## src/rtl/pkt_aligner.sv

```systemverilog
module pkt_aligner #(
  parameter int LEN_W = 12,
  parameter int TAG_W = 4,
  parameter logic [TAG_W-1:0] DATA_TAG = 4'h1,
  parameter logic [TAG_W-1:0] EOP_TAG = 4'hE
) (
  input  logic                 clk,
  input  logic                 rst_n,
  input  logic                 start,
  input  logic [1:0]           start_off,
  input  logic [LEN_W-1:0]     start_len,
  input  logic                 mem_valid,
  input  logic [31:0]          mem_data,
  output logic                 mem_ready,
  input  logic                 abort,
  input  logic                 cmd_valid,
  input  logic [TAG_W+31:0]    cmd_entry,
  output logic                 cmd_ready,
  output logic                 busy,
  output logic                 fifo_wr,
  output logic [TAG_W+31:0]    fifo_data
);
  typedef enum logic [1:0] {S_IDLE, S_DATA, S_FLUSH, S_EOP} st_t;

  st_t              state;
  logic [55:0]      acc;
  logic [2:0]       cnt;
  logic [LEN_W-1:0] rem;
  logic             first;
  logic [1:0]       off;

  logic [1:0]       lo;
  logic [2:0]       avail, n, tot, cnt_nx;
  logic [31:0]      shifted, lane_mask;
  logic [55:0]      merged;
  logic [LEN_W-1:0] rem_nx;

  assign lo      = first ? off : 2'd0;
  assign avail   = 3'd4 - {1'b0, lo};
  assign n       = (rem < LEN_W'(avail)) ? rem[2:0] : avail;
  assign shifted = mem_data >> {lo, 3'b000};

  always_comb
    for (int k = 0; k < 4; k++)
      lane_mask[8*k +: 8] = (3'(k) < n) ? 8'hFF : 8'h00;

  assign merged = acc | ({24'd0, shifted & lane_mask} << {cnt, 3'b000});
  assign tot    = cnt + n;
  assign cnt_nx = (tot >= 3'd4) ? tot - 3'd4 : tot;
  assign rem_nx = rem - LEN_W'(n);

  assign mem_ready = (state == S_DATA);
  assign cmd_ready = (state == S_IDLE);
  assign busy      = (state != S_IDLE);

  always_ff @(posedge clk) begin
    if (!rst_n) begin
      state     <= S_IDLE;
      acc       <= '0;
      cnt       <= '0;
      rem       <= '0;
      first     <= 1'b1;
      off       <= '0;
      fifo_wr   <= 1'b0;
      fifo_data <= '0;
    end else begin
      fifo_wr <= 1'b0;
      case (state)
        S_IDLE: begin
          if (cmd_valid) begin
            fifo_wr   <= 1'b1;
            fifo_data <= cmd_entry;
          end
          if (start) begin
            off   <= start_off;
            rem   <= start_len;
            first <= 1'b1;
            state <= (start_len == '0) ? S_EOP : S_DATA;
          end
        end
        S_DATA: begin
          if (abort) begin
            acc   <= '0;
            cnt   <= '0;
            state <= S_EOP;
          end else if (mem_valid) begin
            first <= 1'b0;
            rem   <= rem_nx;
            cnt   <= cnt_nx;
            if (tot >= 3'd4) begin
              fifo_wr   <= 1'b1;
              fifo_data <= {DATA_TAG, merged[31:0]};
              acc       <= merged >> 32;
            end else begin
              acc <= merged;
            end
            if (rem_nx == '0)
              state <= (cnt_nx != 3'd0) ? S_FLUSH : S_EOP;
          end
        end
        S_FLUSH: begin
          if (!abort) begin
            fifo_wr   <= 1'b1;
            fifo_data <= {DATA_TAG, acc[31:0]};
          end
          acc   <= '0;
          cnt   <= '0;
          state <= S_EOP;
        end
        default: begin
          fifo_wr   <= 1'b1;
          fifo_data <= {EOP_TAG, 32'd0};
          acc       <= '0;
          cnt       <= '0;
          first     <= 1'b1;
          state     <= S_IDLE;
        end
      endcase
    end
  end
endmodule

```

## config.mk

```make
export PLATFORM = sky130hd
export DESIGN_NAME = pkt_aligner
export DESIGN_NICKNAME = d
export VERILOG_FILES = /design/src/rtl/pkt_aligner.sv
export SDC_FILE = /design/constraint.sdc
export NUM_CORES = 1
export LEC_CHECK = 0
export BUFFER_PORTS_ARGS = -buffer_cell sky130_fd_sc_hd__buf_2
export CORE_MARGIN = 1
export CORE_UTILIZATION = 45
export CTS_CLUSTER_SIZE = 20
export DETAILED_ROUTE_END_ITERATION = 8
export PLACE_DENSITY = 0.79
export SYNTH_ARGS = -nofsm -noshare
export SYNTH_HDL_FRONTEND = slang
export SYNTH_SLANG_ARGS = --single-unit
```

## constraint.sdc

```tcl
create_clock -name clk -period 14.2 [get_ports clk]
set_input_delay 0 -clock clk [delete_from_list [all_inputs] [get_ports clk]]
set_output_delay 0 -clock clk [all_outputs]
set_load 0.005 [all_outputs]
```

==> flow_metrics.tcl <==
set metrics [dict create \
    r2r_cells 13 \
    die_x_microns 128 \
    path_class "flop to flop" \
    reg2reg_to "fifo_data[29]$_SDFFE_PN0P_" \
    synth_fp_nets 971 \
    via_per_inst 6.62 \
    max-vdd-ir-drop_uv 132 \
    drv_slew 0 \
    drt-wirelength-per-cell_microns 21.2 \
    crit_fanout 33 \
    antenna_found_initial 0 \
    power_density_mw_per_mm2 223 \
    r2r_setup_slack_ns 7.04 \
    portBuffers 127 \
    start_util_pct 46.4 \
    yosysWarnings 0 \
    synth_edf_count 0 \
    io_pins 128 \
    hp-class "input port to flop" \
    vias 8059 \
    mostFrequentLayoutCells "buf_2, dfxtp_1, a21oi_1" \
    cp_data_arrival_time_ns 7.49 \
    core_sq_mm 0.0153 \
    hold_slack_ns 0.0174 \
    clk_latency_ns 0.43 \
    drt_drc_violations_left 5 \
    clkSinkCount 113 \
    worst_setup_path_start_kind "flop" \
    worst_path_most_repeated_cell "ha_1" \
    ctsRootBufferMaster "clkbuf_16" \
    die_h_microns 128 \
    grt_pass1_vias 7338 \
    grt_max_degree 45 \
    crit_family "compound AO/OA/AOI/OAI gates" \
    cp.depth 13 \
    syn_area_sq_mm 0.00711 \
    p_leak_nw 3.44 \
    fmax_mhz 140 \
    cts_tree "yes" \
    slowest_stage "and2_1" \
    path_buf_inv 1 \
    cts_buffers 17 \
    highest-signal-layer "met4" \
    fin_skew_ns 0.00621 \
    violations "DRC" \
    grtUsageTotal_pct 31.5 \
    routed_wirelength_mm 25.7 \
    finalSetupViolCount 0 \
    hold_viol 0 \
    max_cap_viol_count 0 \
    period_share_pct 50.4 \
    final_common_cell "buf_2" \
    clkSlewWorstSetupHoldPaths_ns 0.06 \
    route.met2.wl_mm 10.9 \
    hpwlAfterDp_mm 17.3 \
    postSynth.asyncResetShare_pct 0 \
    crit_path_max_incr_delay_ns 0.97 \
    path_cells "and2_1 -> inv_4 -> ha_1 -> nand2b_1 -> a211oi_4 -> o21a_1 -> o21ai_0 -> ha_1 -> fa_1 -> xnor3_1 -> a22o_1 -> nand3b_1 -> o2bb2ai_1" \
    status "finished with violations" \
    h-tree-depth 4 \
    rsz0062_at_grt "false" \
    area_delta_synth_final_pct 23.2 \
    syn_area_per_cell_sq_um 8.16 \
    wl_met1_mm 10.6 \
    required_ns 14.53 \
    diodes 0 \
    slew_headroom_pct 15.7 \
    min_to "fifo_data[22]$_SDFFE_PN0P_" \
    row_count 45 \
    dieArea_sq_mm 0.0163 \
    grt_overflow 0 \
    fin_tns_setup_ns 0 \
    hold_start "cmd_entry[22]" \
    met3_length_mm 3.15 \
    synthCells 872 \
    hold_path_depth 5 \
    reg2reg_from "first$_SDFFE_PN1P_" \
    drtIter0Drc 1075 \
    detail-route-antenna-nets 0 \
    dr.pass1.iters 9 \
    grt_first_pass_wirelength_mm 39.6 \
    ys_ff_latch 113 \
    seq_area_sq_mm 0.00226 \
    drive_gt1_share_pct 18.1 \
    period_needed_ns 7.16 \
    num-fill-cells 1412 \
    multi_input_area_sq_mm 0.00441 \
    ys.flop_type "dfxtp_1" \
    final_nets 1092 \
    clk_path_buf_depth 2 \
    yosysSeqAreaShare_pct 31.8 \
    place_congestion 1.06 \
    end_kind "flop" \
    ys_types 69 \
    tightest_slew_ns 1.26 \
]
==> what timing repair did <==
item                                   CTS  global route
setup buffers                            0             0
endpoints found under the hold margin   32             0
hold buffers                            37             0
gates resized for setup                  0             0
==> registers in the layout, summed over array words and instances, names as in the netlist <==
register,flops
acc,56
fifo_data,36
rem,12
first,1
fifo_wr,1
off,2
cnt,3
state,2
==> cell families after synthesis <==
kind of cell	after synthesis	share of synthesized area (%)
AOI/OAI and AO/OA	370	37.3
and+or+nand+nor	217	14.9
DFF	113	31.8
buffers and inverters	108	6.14
muxes	49	7.11
adders and majority gates	11	2.04
xor gates and xnor gates	4	0.686
==> power breakdown <==
group	internal, mW	total [mW]	switching (mW)	leakage (nW)
Clock	0.282	0.456	0.173	0.286
Combinational	0.359	1.06	0.696	2.23
Sequential	0.385	0.442	0.0568	0.920
==> cell usage after synthesis, types with 11 or more instances <==
| master | instances | area (sq um) |
|---|---|---|
| dfxtp_1 | 113 | 2260 |
| a21oi_1 | 71 | 355 |
| nand2_1 | 57 | 214 |
| clkbuf_1 | 49 | 184 |
| nor2_1 | 47 | 176 |
| o22ai_1 | 47 | 294 |
| mux2i_1 | 46 | 460 |
| inv_1 | 36 | 135 |
| o2bb2ai_1 | 36 | 315 |
| o21ai_0 | 35 | 175 |
| nor3_1 | 28 | 140 |
| nand3_1 | 20 | 100 |
| a211oi_1 | 19 | 143 |
| a221oi_1 | 19 | 166 |
| o211ai_1 | 19 | 143 |
| a222oi_1 | 18 | 180 |
| nand2b_1 | 15 | 93.8 |
| and3_1 | 14 | 87.6 |
| buf_2 | 14 | 70.1 |
| a22o_1 | 13 | 114 |
| a22oi_1 | 11 | 82.6 |
| a31oi_1 | 11 | 68.8 |
==> metrics by stage <==
stage	instances	area [sq um]	power [mW]	setup WS, ns	utilization, %
5_1_grt	1217	8760	2.05	6.40	57.2
4_1_cts	1217	8760	1.91	7.15	57.2
2_1_floorplan	872	7110	1.16	9.46	-
6_report	1217	8760	1.95	7.04	57.2
3_3_place_gp	1148	7780	1.43	7.43	50.8
3_5_place_dp	1148	7780	1.44	7.16	50.8
==> worst max-delay path by stage <==
stage          slack, ns                          to                 from
6_report            7.04  fifo_data[29]$_SDFFE_PN0P_   first$_SDFFE_PN1P_
3_5_place_dp        7.16  fifo_data[29]$_SDFFE_PN0P_   first$_SDFFE_PN1P_
3_3_place_gp        7.43  fifo_data[16]$_SDFFE_PN0P_   first$_SDFFE_PN1P_
5_1_grt             6.40  fifo_data[29]$_SDFFE_PN0P_   first$_SDFFE_PN1P_
4_1_cts             7.15  fifo_data[29]$_SDFFE_PN0P_   first$_SDFFE_PN1P_
2_1_floorplan       9.46  fifo_data[10]$_SDFFE_PN0P_  off[1]$_SDFFE_PN0P_
==> tightest hold or removal path, delay by kind of cell <==
kind / cells / cell delay (ns)
AOI/OAI and AO/OA: 3 / 0.27
buffers and inverters: 1 / 0.09
and+or+nand+nor: 1 / 0.06
==> per-layer routing <==
layer / track usage [%] / vias to the layer above
met5: 0 / -
met4: 13.7 / 0
met3: 9.35 / 120
met2: 46.9 / 571
met1: 42.2 / 3723
li1: - / 3645
==> final cells by class <==
class | count | share of cell area (%)
Sequential cell | 113 | 25.8
Clock inverter | 14 | 2.01
Timing Repair Buffer | 171 | 12.1
Inverter | 39 | 1.70
Multi-Input combinational cell | 651 | 50.4
Tap cell | 211 | 3.01
Clock buffer | 18 | 5.01
Note: power is estimated with default switching activity, not from simulation.
